`src/rtl/flk_pkg.sv`:
```
package flk_pkg;

  typedef enum logic {
    FLK_HUNT   = 1'b0,
    FLK_LOCKED = 1'b1
  } flk_state_e;

  // Offset in counts for a given ppm limit, rounded down.
  function automatic int unsigned ppm_delta(input int unsigned exp_cnt,
                                            input int unsigned ppm);
    longint unsigned prod;
    prod = longint'(exp_cnt) * longint'(ppm);
    return int'(prod / 64'd1_000_000);
  endfunction

endpackage

```
`src/rtl/flk_window.sv`:
```
module flk_window #(
  parameter int unsigned WIN_CYC = 4096,
  parameter int unsigned CW      = 13
) (
  input  logic          clk,
  input  logic          rst_n,
  input  logic          sig_ok,
  input  logic          pulse,
  output logic          win_end,
  output logic [CW-1:0] meas
);
  localparam int unsigned WW = (WIN_CYC > 1) ? $clog2(WIN_CYC) : 1;
  localparam logic [WW-1:0] LAST = WW'(WIN_CYC - 1);

  logic [WW-1:0] win_q;
  logic [CW-1:0] cnt_q;

  assign win_end = sig_ok && (win_q == LAST);
  assign meas    = cnt_q + CW'(pulse);

  always_ff @(posedge clk or negedge rst_n) begin
    if (!rst_n) begin
      win_q <= '0;
      cnt_q <= '0;
    end else if (!sig_ok || win_end) begin
      win_q <= '0;
      cnt_q <= '0;
    end else begin
      win_q <= win_q + WW'(1);
      cnt_q <= meas;
    end
  end
endmodule

```
`src/rtl/flk_classify.sv`:
```
module flk_classify
  import flk_pkg::*;
#(
  parameter int unsigned EXP_CNT    = 2048,
  parameter int unsigned LOCK_PPM   = 2000,
  parameter int unsigned UNLOCK_PPM = 5000,
  parameter int unsigned CW         = 13
) (
  input  logic [CW-1:0] meas,
  output logic          in_lock,
  output logic          out_unlock
);
  localparam int unsigned DL = ppm_delta(EXP_CNT, LOCK_PPM);
  localparam int unsigned DU = ppm_delta(EXP_CNT, UNLOCK_PPM);
  localparam logic [CW-1:0] LK_LO = CW'(EXP_CNT - DL);
  localparam logic [CW-1:0] LK_HI = CW'(EXP_CNT + DL);
  localparam logic [CW-1:0] UL_LO = CW'(EXP_CNT - DU);
  localparam logic [CW-1:0] UL_HI = CW'(EXP_CNT + DU);

  assign in_lock    = (meas >= LK_LO) && (meas <= LK_HI);
  assign out_unlock = (meas < UL_LO) || (meas > UL_HI);
endmodule

```
`src/rtl/flk_state.sv`:
```
module flk_state
  import flk_pkg::*;
#(
  parameter int unsigned ACQ_WIN = 2
) (
  input  logic clk,
  input  logic rst_n,
  input  logic sig_ok,
  input  logic win_end,
  input  logic in_lock,
  input  logic out_unlock,
  output logic locked
);
  localparam int unsigned SW = $clog2(ACQ_WIN + 1);
  localparam logic [SW-1:0] NEED = SW'(ACQ_WIN - 1);

  flk_state_e    st_q;
  logic [SW-1:0] run_q;

  assign locked = (st_q == FLK_LOCKED);

  always_ff @(posedge clk or negedge rst_n) begin
    if (!rst_n) begin
      st_q  <= FLK_HUNT;
      run_q <= '0;
    end else if (!sig_ok) begin
      st_q  <= FLK_HUNT;
      run_q <= '0;
    end else if (win_end) begin
      if (st_q == FLK_HUNT) begin
        if (!in_lock) begin
          run_q <= '0;
        end else if (run_q >= NEED) begin
          st_q  <= FLK_LOCKED;
          run_q <= '0;
        end else begin
          run_q <= run_q + SW'(1);
        end
      end else if (out_unlock) begin
        st_q  <= FLK_HUNT;
        run_q <= '0;
      end
    end
  end
endmodule

```
`src/rtl/freq_lock_det.sv`:
```
module freq_lock_det #(
  parameter int unsigned WIN_CYC    = 4096,
  parameter int unsigned EXP_CNT    = 2048,
  parameter int unsigned LOCK_PPM   = 2000,
  parameter int unsigned UNLOCK_PPM = 5000,
  parameter int unsigned ACQ_WIN    = 2
) (
  input  logic clk,
  input  logic rst_n,
  input  logic rec_pulse,
  input  logic sd_in,
  input  logic sd_pol,
  output logic lockdet,
  output logic force_ref
);
  localparam int unsigned CW = $clog2(WIN_CYC + 1);

  logic          sig_ok;
  logic          win_end;
  logic          in_lock;
  logic          out_unlock;
  logic [CW-1:0] meas;
  logic          locked;

  assign sig_ok = sd_in ^ sd_pol;

  flk_window #(.WIN_CYC(WIN_CYC), .CW(CW)) u_win (
    .clk(clk), .rst_n(rst_n), .sig_ok(sig_ok), .pulse(rec_pulse),
    .win_end(win_end), .meas(meas)
  );

  flk_classify #(.EXP_CNT(EXP_CNT), .LOCK_PPM(LOCK_PPM),
                 .UNLOCK_PPM(UNLOCK_PPM), .CW(CW)) u_cls (
    .meas(meas), .in_lock(in_lock), .out_unlock(out_unlock)
  );

  flk_state #(.ACQ_WIN(ACQ_WIN)) u_st (
    .clk(clk), .rst_n(rst_n), .sig_ok(sig_ok), .win_end(win_end),
    .in_lock(in_lock), .out_unlock(out_unlock), .locked(locked)
  );

  assign lockdet   = locked;
  assign force_ref = ~locked;
endmodule

```
`config.mk`:
```
export PLATFORM = sky130hd
export DESIGN_NAME = freq_lock_det
export DESIGN_NICKNAME = d
export VERILOG_FILES = /design/src/rtl/flk_pkg.sv /design/src/rtl/flk_window.sv /design/src/rtl/flk_classify.sv /design/src/rtl/flk_state.sv /design/src/rtl/freq_lock_det.sv
export SDC_FILE = /design/constraint.sdc
export NUM_CORES = 1
export LEC_CHECK = 0
export BUFFER_PORTS_ARGS = -buffer_cell sky130_fd_sc_hd__buf_4
export CORE_MARGIN = 4
export CORE_UTILIZATION = 40
export CTS_BUF_LIST = sky130_fd_sc_hd__clkbuf_8
export DETAILED_ROUTE_END_ITERATION = 16
export GPL_TIMING_DRIVEN = 0
export PLACE_DENSITY = 0.57
export SLEW_MARGIN = 20
export SYNTH_ARGS = -nofsm -noshare
export SYNTH_HDL_FRONTEND = slang
export SYNTH_SLANG_ARGS = --single-unit
```
`constraint.sdc`:
```
create_clock -name clk -period 2.62 [get_ports clk]
set_input_delay 0.524 -clock clk [delete_from_list [all_inputs] [get_ports clk]]
set_output_delay 0.524 -clock clk [all_outputs]
set_load 0.1 [all_outputs]
```
## Word-level counts from Yosys, hierarchy flattened

Cells that the tools add are included.

| operators by class | value |
|---|---|
| bitwise gates (word level) | 2 |
| add/sub/neg operators | 3 |
| eq/ne operators | 3 |
| order comparisons | 5 |
| multiplexer cells | 14 |
| reduce and logical (&&, ||, !) cells | 6 |

Operator list:

| operator | number |
|---|---|
| $add 13x1->13 | 1 |
| $ge 13x11->1 const B | 1 |
| $gt 13x12->1 const B | 1 |
| $le 13x12->1 const B | 1 |
| $lt 13x11->1 const B | 1 |
| $mux 13 | 1 |
| $add 12x1->12 const B | 1 |
| $eq 12x12->1 const B | 1 |
| $mux 12 | 1 |
| $mux 2 | 6 |
| $mux 1 | 6 |
| $ne 3x3->1 const B | 1 |
| $add 2x1->2 const B | 1 |
| $ge 2x1->1 const B | 1 |
| $logic_and 1x1->1 | 2 |
| $logic_or 1x1->1 | 2 |
| $ne 2x2->1 const B | 1 |
| $reduce_and 2->1 | 1 |
| $logic_not 1->1 | 1 |
| $not 1->1 | 1 |
| $xor 1x1->1 | 1 |

| storage, ports and cells | value |
|---|---|
| output and inout port bits | 2 |
| word-level logic and storage cells | 37 |
| flip-flop bits (word level) | 28 |
| input bits | 5 |

## Logic depth before layout (Yosys ltp)

Gate-level depths: netlist (run 1).

| depth | value |
|---|---|
| depth in word-level cells | 7 |
| gate-level depth with buffers | 10 |
| mapped depth without buffers | 9 |

## By module

From an unflattened synthesis (run 1), not the netlist that was laid out.

| second synthesis, totals | value |
|---|---|
| cells, all modules | 149 |
| area total of the unflattened synthesis | 1,503.9 µm² |

Modules (own cells, without submodules):

| module | cells each | instances | sequential area each (µm²) | area each (µm²) |
|---|---|---|---|---|
| flk_window | 115 | 1 | 625.6 | 1,214.9 |
| flk_state | 19 | 1 | 75.1 | 183.9 |
| flk_classify | 13 | 1 | 0.0 | 92.6 |
| freq_lock_det | 2 | 1 | 0.0 | 12.5 |

## Worst setup path before layout (run 1)

Ideal clock, no wire load.

| path | value |
|---|---|
| path kind | input to register |
| start point | input port rec_pulse |
| end point | register u_st.st_q, in the netlist u_st.locked |
| arrival | 2,250 ps |
| slack | 292 ps |
| data required time | 2,542 ps |
| stages | 9 |
| library setup time | 78 ps |
| cells stage by stage | ha_1 ha_1 nand3_1 o41a_1 nor2_1 nand3_1 o32ai_1 o21ai_0 a21oi_1 |

| on the way | value |
|---|---|
| cells in the longest elaborated chain, start to end | 7 |
| elaborated cells between the ends (all ways) | 12 |

RTL lines:

| what | RTL line | RTL |
|---|---|---|
| start, declared | freq_lock_det.sv:10 | `input logic rec_pulse,` |
| $add 13x1->13 * | flk_window.sv:19 | `assign meas = cnt_q + CW'(pulse);` |
| $ge 13x11->1 (tied with other cells) | flk_classify.sv:20 | `assign in_lock = (meas >= LK_LO) && (meas <= LK_HI);` |
| $logic_and 1x1->1 or $logic_or 1x1->1 (tied branches) | flk_classify.sv:20, flk_classify.sv:21 |  |
| $mux 1 (on tied branches) | flk_state.sv:31, flk_state.sv:39 |  |
| $mux 1 * | flk_state.sv:30 | `if (st_q == FLK_HUNT) begin` |
| $mux 1 * | flk_state.sv:29 | `end else if (win_end) begin` |
| $mux 1 * | flk_state.sv:26 | `end else if (!sig_ok) begin` |
| end signal, assigned | flk_state.sv:24 | `st_q <= FLK_HUNT;` |
| end signal, assigned | flk_state.sv:27 | `st_q <= FLK_HUNT;` |
| end signal, assigned | flk_state.sv:34 | `st_q <= FLK_LOCKED;` |
| end, declared | flk_state.sv:17 | `flk_state_e st_q;` |

Mark *: on every way between the ends. The rest lies on a longest branch, timed or not. The select of a mux whose other input is x is not followed.
A chain may end at the register's enable or synchronous reset.

## Worst setup path in the final report (run 1)

| path | value |
|---|---|
| start point | register u_win.cnt_q[0] |
| end point | register u_st.run_q[1] |

| on the way | value |
|---|---|
| cells in the longest elaborated chain, start to end | 7 |
| elaborated cells between the ends (all ways) | 13 |

RTL lines:

| what | RTL line | RTL |
|---|---|---|
| start, declared | flk_window.sv:16 | `logic [CW-1:0] cnt_q;` |
| start signal, assigned | flk_window.sv:30 | `cnt_q <= meas;` |
| $add 13x1->13 * | flk_window.sv:19 |  |
| $ge 13x11->1 or $le 13x12->1 (tied branches) | flk_classify.sv:20 |  |
| $logic_and 1x1->1 | flk_classify.sv:20 |  |
| $mux 2 | flk_state.sv:31 | `if (!in_lock) begin` |
| $mux 2 | flk_state.sv:30 |  |
| $mux 2 | flk_state.sv:29 |  |
| $mux 2 | flk_state.sv:26 |  |
| end signal, assigned | flk_state.sv:37 | `run_q <= run_q + SW'(1);` |
| end, declared | flk_state.sv:18 | `logic [SW-1:0] run_q;` |

Marks and branches as above.

==> metrics.txt, run 1 <==
count leader, synth=nor2_1; Max Freq=0.415 GHz; Layout Skew=3.22 ps; H-tree depth=1; die width=72.8 µm; clock-pin slew on the worst setup and hold paths=100 ps; area of the core=4030 µm²; Compound-Gate Fraction of Synth Area=0.0946; number of synthesis warnings=0; Clk Latency, worst-skew pair=270 ps; largest net degree at the start of global routing=29; Syn Std Cell Area=1680 µm²; Synth Register Bits=28; Synth top cells by count=nor2_1 (32), dfrtp_1 (28), nand2_1 (13), xor2_1 (13); Synth Area in Simple Gates=0.249; Site Rows=23; critical-path cell list=ha_1 -> ha_2 -> nand3_2 -> o41a_1 -> nor2_1 -> nand3_1 -> o32ai_1 -> a21boi_1 -> o22ai_1; vias per inst=5.36; P_leak=0.787 nW; WP buf/inv=0; clock period minus worst slack=2410 ps; share of power burned in the clock network=0.395; Crit-path slowest cell=o41a_1; VDD IR-drop max=0.191 mV; CTS buffer count=3; clk sinks=28; RSZ-0062 raised after global routing=no; Via Count=1,309; Comb power frac=0.080; hpwl dp=2360 µm; area share of xor/xnor cells in the synthesized design=0.130; global-route wire length before repair=5760 µm; switching power of the nets=197 µW; Synth area leaders=dfrtp_1 (42%), nor2_1 (7.1%), xor2_1 (6.8%), xnor2_1 (6.3%), ha_1 (4.5%); ANT nets after route=0; switch share=0.226; DRC=0; final max-slew violation count=0; drt total wl=3300 µm; CTS tree=done; Tightest Hold Check Type=in2async; Hold Fails Final Rpt=0; setup violators final=0; syn nets=195; largest area contributor in the netlist=dfrtp_1; WP data required=2820 ps; Startpoint Class=flip-flop; max-cap check violation count=0; Crit Path Class=reg2reg; crit-path leading delay family=compound AO/OA/AOI/OAI gates; Post-synth ARST share=1.00; I/O Buffers=6; largest family of logic cells by synthesized area=simple AND/OR/NAND/NOR gates; post-DR wirelength/cell=13.5 µm; Pint=673 µW; outcome=completed; hold slack=153 ps; DIE AREA=5300 µm²; Initial DRT Pass Iterations=4; CP peak stage delay=420 ps; Worst-Margin Slew=492 ps; sequential area share after synthesis=0.417; I/O Pins=7; Core Util, Final=0.465; EDFF count, synth=0; crit-path max FO=6; area share of the largest cell type after synthesis=0.417; initial antenna violation count=0; Pwr per Cell Area=464 nW/µm²; initial core utilization=0.417; syn avg cell area=9.13 µm²; post-synthesis cell type count=42; clk buf depth=2; GPL Wtd Cong=0.861; GR Overflow Total=0; Syn Inst Count=184; mux cell area share after synthesis=0.00596; GRT Util Overall=0.136; headroom to the max-slew limit=0.672; DIE HEIGHT=72.8 µm; nets=206; share of cells above drive strength 1=0.134; area grow syn2layout=11.4%; sequential share of power=0.525; vias in the first global route=1,323; Adder-Cell Fraction of Synth Area=0.0447; initial drt markers=45; post-CTS setup buffers=0; crit end category=flip-flop; ANT cells=0; Tcrit/Tclk final=0.919; Worst Path Arrival=2610 ps; Synth Flop Type=dfrtp_1; root buf cell=clkbuf_8
==> cells in the final DEF, fill, tap and decap left out, types with 5 or more instances in the layout <==
| master | instances |
|---|---|
| nor2_1 | 32 |
| dfrtp_1 | 28 |
| xor2_1 | 13 |
| nand2_1 | 13 |
| xnor2_1 | 12 |
| nand3_1 | 11 |
| buf_4 | 9 |
| inv_1 | 7 |
| a21oi_1 | 6 |
| clkbuf_8 | 5 |
| nand4_1 | 5 |
| ha_1 | 5 |
==> layer usage <==
layer	up-vias	wire [µm]	global-route usage
met5	-	0	0
met3	4	86	0.0207
met4	0	29	0.0451
met1	636	1580	0.186
met2	16	1600	0.221
li1	653	-	-
==> stage by stage <==
step	setup TNS, ps	power, mW	setup slack, ps	area [µm²]	instances
2_1_floorplan	0	0.505	292	1680	184
6_report	0	0.869	212	1870	244
3_5_place_dp	-536	0.536	-189	1790	240
4_1_cts	0	0.885	59.0	1860	244
5_1_grt	0	0.912	54.5	1870	244
3_3_place_gp	-442	0.534	-164	1790	240
==> sequential cells by signal, indices dropped and copies added (netlist names) <==
register	count
u_st.locked	1
u_st.run_q	2
u_win.cnt_q	13
u_win.win_q	12
==> cell families after synthesis <==
kind of cell,Yosys count
multiplexers,1
buffers and inverters,17
flip-flops,28
AND/OR/NAND/NOR,84
adder cells (fa/ha/maj),6
XOR/XNOR,25
AO/OA/AOI/OAI,23
==> cell type report <==
class / instances / area [µm²]
Tap cell: 50 / 62.6
Clock inverter: 1 / 30.0
Fill cell: 418 / 2160
Buffer: 10 / 72.6
Timing Repair Buffer: 6 / 45.0
Sequential cell: 28 / 701
Clock buffer: 3 / 41.3
Multi-Input combinational cell: 139 / 893
Inverter: 7 / 26.3
==> power by group through the flow <==
stage               Combinational (mW)  Sequential, mW  Clock, mW
floorplan                       0.0430           0.462          0
global placement                0.0705           0.464          0
detailed placement              0.0714           0.464          0
CTS                             0.0714           0.456      0.358
global route                    0.0819           0.458      0.373
finish                          0.0699           0.456      0.343
==> path summary, 6_finish.rpt <==
kind / start / to / slack, ps / cells after the start
setup reg to reg: u_win.cnt_q[0]$_DFF_PN0_ / u_st.run_q[1]$_DFFE_PN0P_ / 210 / 9
setup / recovery: u_win.cnt_q[0]$_DFF_PN0_ / u_st.run_q[1]$_DFFE_PN0P_ / 210 / 9
hold reg to reg: u_win.win_q[0]$_DFF_PN0_ / u_win.win_q[0]$_DFF_PN0_ / 500 / 1
max in group asynchronous: rst_n / u_win.cnt_q[4]$_DFF_PN0_ / 2210 / 1
hold / removal: rst_n / u_win.cnt_q[11]$_DFF_PN0_ / 150 / 1
min in group clk: u_win.win_q[0]$_DFF_PN0_ / u_win.win_q[0]$_DFF_PN0_ / 500 / 1
==> repair_timing <==
action,CTS,global route
hold buffers,0,0
hold endpoints to repair,0,0
gates resized for setup,0,3
endpoints found under the setup margin,0,3
(Power assumes the default switching activity.)
==> run 2: changes to the inputs <==
Settings changed: CORE_UTILIZATION 40 to 45, PLACE_DENSITY 0.57 to 0.72.
==> run 2 against run 1 <==
Net effect: clock skew increased by 5.1 ps; combinational power increased by 0.6%; critical endpoint unchanged; total power decreased by 0.84%; utilization increased by 7.2 points; hold slack got worse by 4.4 ps; routed wire length decreased by 1.2%.
==> metrics.txt, run 2 (synthesized netlist as in run 1, its figures left out) <==
setup violators final=0 (unchanged); area of the core=3470 µm² (-14%); Core Util, Final=0.537 (+0.0722); clock period minus worst slack=2430 ps (+17.6 ps); share of power burned in the clock network=0.390 (-0.005); GPL Wtd Cong=0.875 (+1.6%); Max Freq=0.412 GHz (-0.73%); max-cap check violation count=0 (unchanged); ANT nets after route=0 (unchanged); WP buf/inv=0 (unchanged); clk buf depth=2 (unchanged); clk sinks=28 (unchanged); WP data required=2820 ps (about the same); hold slack=148 ps (-4.42 ps); initial core utilization=0.484 (+0.0674); post-DR wirelength/cell=13.6 µm (+0.50%); nets=206 (unchanged); area grow syn2layout=10.8%; P_leak=0.787 nW (about the same); Pint=673 µW (about the same); critical-path cell list=ha_1 -> ha_2 -> nand3_2 -> o41a_1 -> nor2_1 -> nand3_1 -> o32ai_1 -> a21boi_1 -> o22ai_1; most flop-heavy register=u_win.cnt_q; Tightest Hold Check Type=in2async; initial drt markers=117 (+160%); registers with the most flip-flops=u_win.cnt_q (13), u_win.win_q (12), u_st.run_q (2); Tcrit/Tclk final=0.926 (+0.00672); RSZ-0062 raised after global routing=no; CTS buffer count=3 (unchanged); switch share=0.220 (-0.00672); CTS tree=done; sequential share of power=0.529 (+0.004); Worst Path Arrival=2630 ps (+20 ps); Worst-Margin Slew=489 ps (-3.08 ps); ANT cells=0 (unchanged); WP depth=9 (unchanged); DIE AREA=4780 µm² (-9.9%); GRT Util Overall=0.148 (+0.0117); Comb power frac=0.082 (+0.002); share of cells above drive strength 1=0.129 (-0.00515); Via Count=1,345 (+2.8%); switching power of the nets=189 µW (-3.8%); Clk Latency, worst-skew pair=280 ps (about the same); crit-path max FO=6 (unchanged); # resized after CTS=0 (unchanged); reg2reg path depth=9 (unchanged); initial antenna violation count=0 (unchanged); die width=69.1 µm (-5.1%); placed inst area=1780 µm² (-0.28%); crit end category=flip-flop; H-tree depth=1 (unchanged); CP peak stage delay=420 ps (about the same); Initial DRT Pass Iterations=4 (unchanged); DRC=0 (unchanged); Layout Skew=8.35 ps (+5.13 ps); max reg flops=13 (unchanged); drt total wl=3270 µm (-1.2%); Site Rows=21 (-8.7%); Startpoint Class=flip-flop; I/O Pins=7 (unchanged); vias in the first global route=1,299 (-1.8%); clock-pin slew on the worst setup and hold paths=100 ps (about the same); Hold Fails Final Rpt=0 (unchanged); # hold bufs at CTS=0 (unchanged); vias per inst=5.60 (+4.5%); post-CTS setup buffers=0 (unchanged); most frequent cells in the layout=nor2_1 (32), dfrtp_1 (28), xor2_1 (13), nand2_1 (13), xnor2_1 (12); crit-path leading delay family=compound AO/OA/AOI/OAI gates; hpwl dp=2310 µm (-1.9%); power after layout=862 µW (-0.84%); commonest non-fill, non-tap cell in the layout=nor2_1; Crit Path Class=reg2reg; largest net degree at the start of global routing=29 (unchanged); Crit-path slowest cell=o41a_1; DIE HEIGHT=69.1 µm (-5.1%); headroom to the max-slew limit=0.674 (+0.00206); outcome=completed; root buf cell=clkbuf_8; final max-slew violation count=0 (unchanged); post-route design area=1860 µm² (-0.53%); VDD IR-drop max=0.412 mV (+120%); I/O Buffers=6 (unchanged); Pwr per Cell Area=463 nW/µm² (-0.30%); GR Overflow Total=0 (unchanged); global-route wire length before repair=5940 µm (+3.1%)
run 2: path summary, 6_finish.rpt:
path                                                  end                      from  slack [ps]
worst max-delay path            u_st.run_q[1]$_DFFE_PN0P_  u_win.cnt_q[0]$_DFF_PN0_         190
worst min-delay path             u_win.cnt_q[5]$_DFF_PN0_                     rst_n         150
worst max register to register  u_st.run_q[1]$_DFFE_PN0P_  u_win.cnt_q[0]$_DFF_PN0_         190
worst min register to register   u_win.win_q[0]$_DFF_PN0_  u_win.win_q[0]$_DFF_PN0_         500
max in group asynchronous         u_st.locked$_DFFE_PN0P_                     rst_n        2200
min in group clk                 u_win.win_q[0]$_DFF_PN0_  u_win.win_q[0]$_DFF_PN0_         500
run 2: through the flow:
step	TNS (ps)	setup slack, ps	instances
floorplan	0	292	184
global placement	-172	-73.2	236
detailed placement	-388	-156	236
CTS	0	76.9	240
global route	0	38.6	240
finish	0	195	240
run 2: final cells by class:
class,instances,area [µm²]
flip-flops and latches,28,701
plain buffers,10,72.6
fillers,322,1610
multi-input cells,139,888
repair buffers,6,45.0
well taps,46,57.6
clock inverters,1,30.0
clock buffers,3,41.3
inverters,7,26.3
run 2: per-layer routing:
| metal | up-vias | part of all wire | global-route usage |
|---|---|---|---|
| met1 | 639 | 0.45 | 0.189 |
| met3 | 8 | 0.047 | 0.0392 |
| met2 | 44 | 0.48 | 0.244 |
| met4 | 0 | 0.017 | 0.0477 |
| li1 | 654 | - | - |
| met5 | - | 0 | 0 |
run 2: power by group through the flow:
stage                     combinational, mW  clock, mW  sequential [mW]
after floorplan                      0.0430          0            0.462
after global placement               0.0688          0            0.464
after detailed placement             0.0706          0            0.464
after CTS                            0.0709      0.349            0.456
after global routing                 0.0814      0.366            0.458
final                                0.0703      0.336            0.456
==> run 3: changes to the inputs <==
Settings changed: CTS_BUF_LIST sky130_fd_sc_hd__clkbuf_8 to sky130_fd_sc_hd__clkbuf_16, PLACE_DENSITY 0.72 to 0.75.
Clock period 2.62 ns to 2.1 ns, I/O delays scaled along.
==> run 3 against run 2 <==
Net effect: the flow now finishes with violations (negative setup slack); register-to-register slack worse by 250 ps; critical path depth unchanged; worst setup slack worse by 250 ps; clock-buffer cell count unchanged; global-route usage up 0.38 points; hold slack worse by 84 ps; combinational power up 39%; utilization up 6.6 points; first-iteration DRC count down 57%; die area unchanged.
==> metrics.txt, run 3 (synthesized netlist as in run 1, its figures left out) <==
Finished Layout Cells=248 (+3.3%); share of power burned in the clock network=0.459 (+0.069); registers with the most flip-flops=u_win.cnt_q (13), u_win.win_q (12), u_st.run_q (2); hold slack=63.9 ps (-84.5 ps); # hold bufs at CTS=0 (unchanged); H-tree depth=1 (unchanged); Crit Path Class=reg2reg; I/O Pins=7 (unchanged); I/O Buffers=6 (unchanged); routed metal-1 wirelength=1670 µm (+13%); Clk Latency, worst-skew pair=260 ps (-20 ps); Worst Path Arrival=2340 ps (-290 ps); highest routed layer=met4; max-cap check violation count=0 (unchanged); Worst-Margin Slew=480 ps (-8.26 ps); placed cell count=236 (unchanged); vias per inst=5.41 (-3.4%); area of the core=3470 µm² (unchanged); most frequent cells in the layout=nor2_1 (31), dfrtp_1 (27), buf_4 (18); DIE HEIGHT=69.1 µm (unchanged); CTS buffer count=3 (unchanged); CP peak stage delay=370 ps (-50 ps); Startpoint Class=flip-flop; Hold Fails Final Rpt=0 (unchanged); clk sinks=28 (unchanged); outcome=finished, violations left; critical-path cell list=ha_2 -> ha_4 -> nand3_4 -> o41a_1 -> nor2_2 -> nand3_2 -> o32ai_2 -> o21ai_0 -> a21oi_1; GRT Util Overall=0.152 (+0.00376); area grow syn2layout=24.4%; switching power of the nets=263 µW (+39%); GPL Wtd Cong=0.828 (-5.4%); die width=69.1 µm (unchanged); met3 WL=83 µm (-46%); ANT cells=0 (unchanged); final max-slew violation count=0 (unchanged); clock-pin slew on the worst setup and hold paths=70 ps (-30 ps); most flop-heavy register=u_win.cnt_q; Pint=971 µW (+44%); initial core utilization=0.484 (unchanged); sequential share of power=0.462 (-0.067); initial antenna violation count=0 (unchanged); switch share=0.213 (-0.00638); Max Freq=0.463 GHz (+12%); CTS tree=done; ANT nets after route=0 (unchanged); Routed met2 length=1600 µm (+1.0%); Tcrit/Tclk final=1.03 (+0.103); Comb power frac=0.079 (-0.003); clock period minus worst slack=2160 ps (-266 ps); share of cells above drive strength 1=0.267 (+0.138); commonest non-fill, non-tap cell in the layout=nor2_1; power after layout=1.23 mW (+43%); WP data required=2280 ps (-540 ps); initial drt markers=50 (-57%); failing checks=negative setup slack; pre-CTS setup slack=-370 ps (-214 ps); Tightest Hold Check Type=in2async; global-route wire length before repair=6020 µm (+1.3%); clk buf depth=2 (unchanged); vias in the first global route=1,336 (+2.8%); largest net degree at the start of global routing=29 (unchanged); final worst setup slack=-59.6 ps (-254 ps); Site Rows=21 (unchanged); headroom to the max-slew limit=0.677 (+0.00256); DIE AREA=4780 µm² (unchanged); Initial DRT Pass Iterations=4 (unchanged); nets=214 (+3.9%); crit-path max FO=6 (unchanged); VDD IR-drop max=0.359 mV (-13%); max reg flops=13 (unchanged); Via Count=1,342 (-0.22%); Core Util, Final=0.603 (+0.0660); root buf cell=clkbuf_16; Layout Skew=2.11 ps (-6.24 ps); hpwl dp=2240 µm (-3.2%); crit end category=flip-flop; Crit-path slowest cell=dfrtp_1; drt total wl=3410 µm (+4.4%); DRC=0 (unchanged); post-DR wirelength/cell=13.8 µm (+1.1%); Pwr per Cell Area=590 nW/µm² (+27%); P_leak=0.873 nW (+11%); setup violators final=3 (+3); RSZ-0062 raised after global routing=yes; GR Overflow Total=0 (unchanged)
-- run 3: cell types whose count changed in the layout (fill, tap and decap cells not counted), sizes merged --
cell	change
clkinvlp	+1
inv	-1
buf	+8
-- run 3: timing repair --
action | in CTS | in global routing
buffers inserted | 9 | 0
setup endpoints to repair | 3 | 23
pin swaps | 13 | 1
gates resized for setup | 15 | 8
hold endpoints to repair | 0 | 0
-- run 3: area by class of cell --
cell class	count	area (µm²)
fillers	298	1380
multi-input cells	139	1010
flip-flops and latches	28	702
repair buffers	15	113
clock buffers	3	75.1
plain buffers	9	70.1
well taps	46	57.6
clock inverters	1	30.0
inverters	7	30.0
-- run 3: routing by layer --
layer / up-vias / track usage
met5: - / 0
met4: 0 / 0.0499
li1: 670 / -
met1: 641 / 0.211
met2: 23 / 0.238
met3: 8 / 0.0276
-- run 3: path summary, 6_finish.rpt --
kind / endpoint / from / slack, ps / depth (start not counted)
setup / recovery: u_st.locked$_DFFE_PN0P_ / u_win.cnt_q[0]$_DFF_PN0_ / -60 / 9
hold / removal: u_win.cnt_q[7]$_DFF_PN0_ / rst_n / 60 / 1
setup reg to reg: u_st.locked$_DFFE_PN0P_ / u_win.cnt_q[0]$_DFF_PN0_ / -60 / 9
hold reg to reg: u_win.win_q[0]$_DFF_PN0_ / u_win.win_q[0]$_DFF_PN0_ / 490 / 1
max in group asynchronous: u_st.locked$_DFFE_PN0P_ / rst_n / 1760 / 1
min in group clk: u_win.win_q[0]$_DFF_PN0_ / u_win.win_q[0]$_DFF_PN0_ / 490 / 1
-- run 3: worst max-delay path, delay by kind of cell (launching register included) --
kind	cells	cell delay (ps)
AND/OR/NAND/NOR	3	370
AO/OA/AOI/OAI	4	960
flip-flops	1	370
adder cells (fa/ha/maj)	2	370
-- run 3: metrics by stage --
stage	setup TNS, ps	instance area, µm²
global placement	-970	1830
global route	-489	2090
floorplan	0	1720
CTS	-116	2070
detailed placement	-1030	1830
finish	-162	2090
-- run 3: power groups by stage --
stage / Clock [mW] / Combinational [mW] / Sequential [mW]
global route: 0.602 / 0.115 / 0.572
finish: 0.566 / 0.0974 / 0.570
CTS: 0.578 / 0.0965 / 0.569
floorplan: 0 / 0.0583 / 0.577
detailed placement: 0 / 0.0951 / 0.580
global placement: 0 / 0.0925 / 0.580
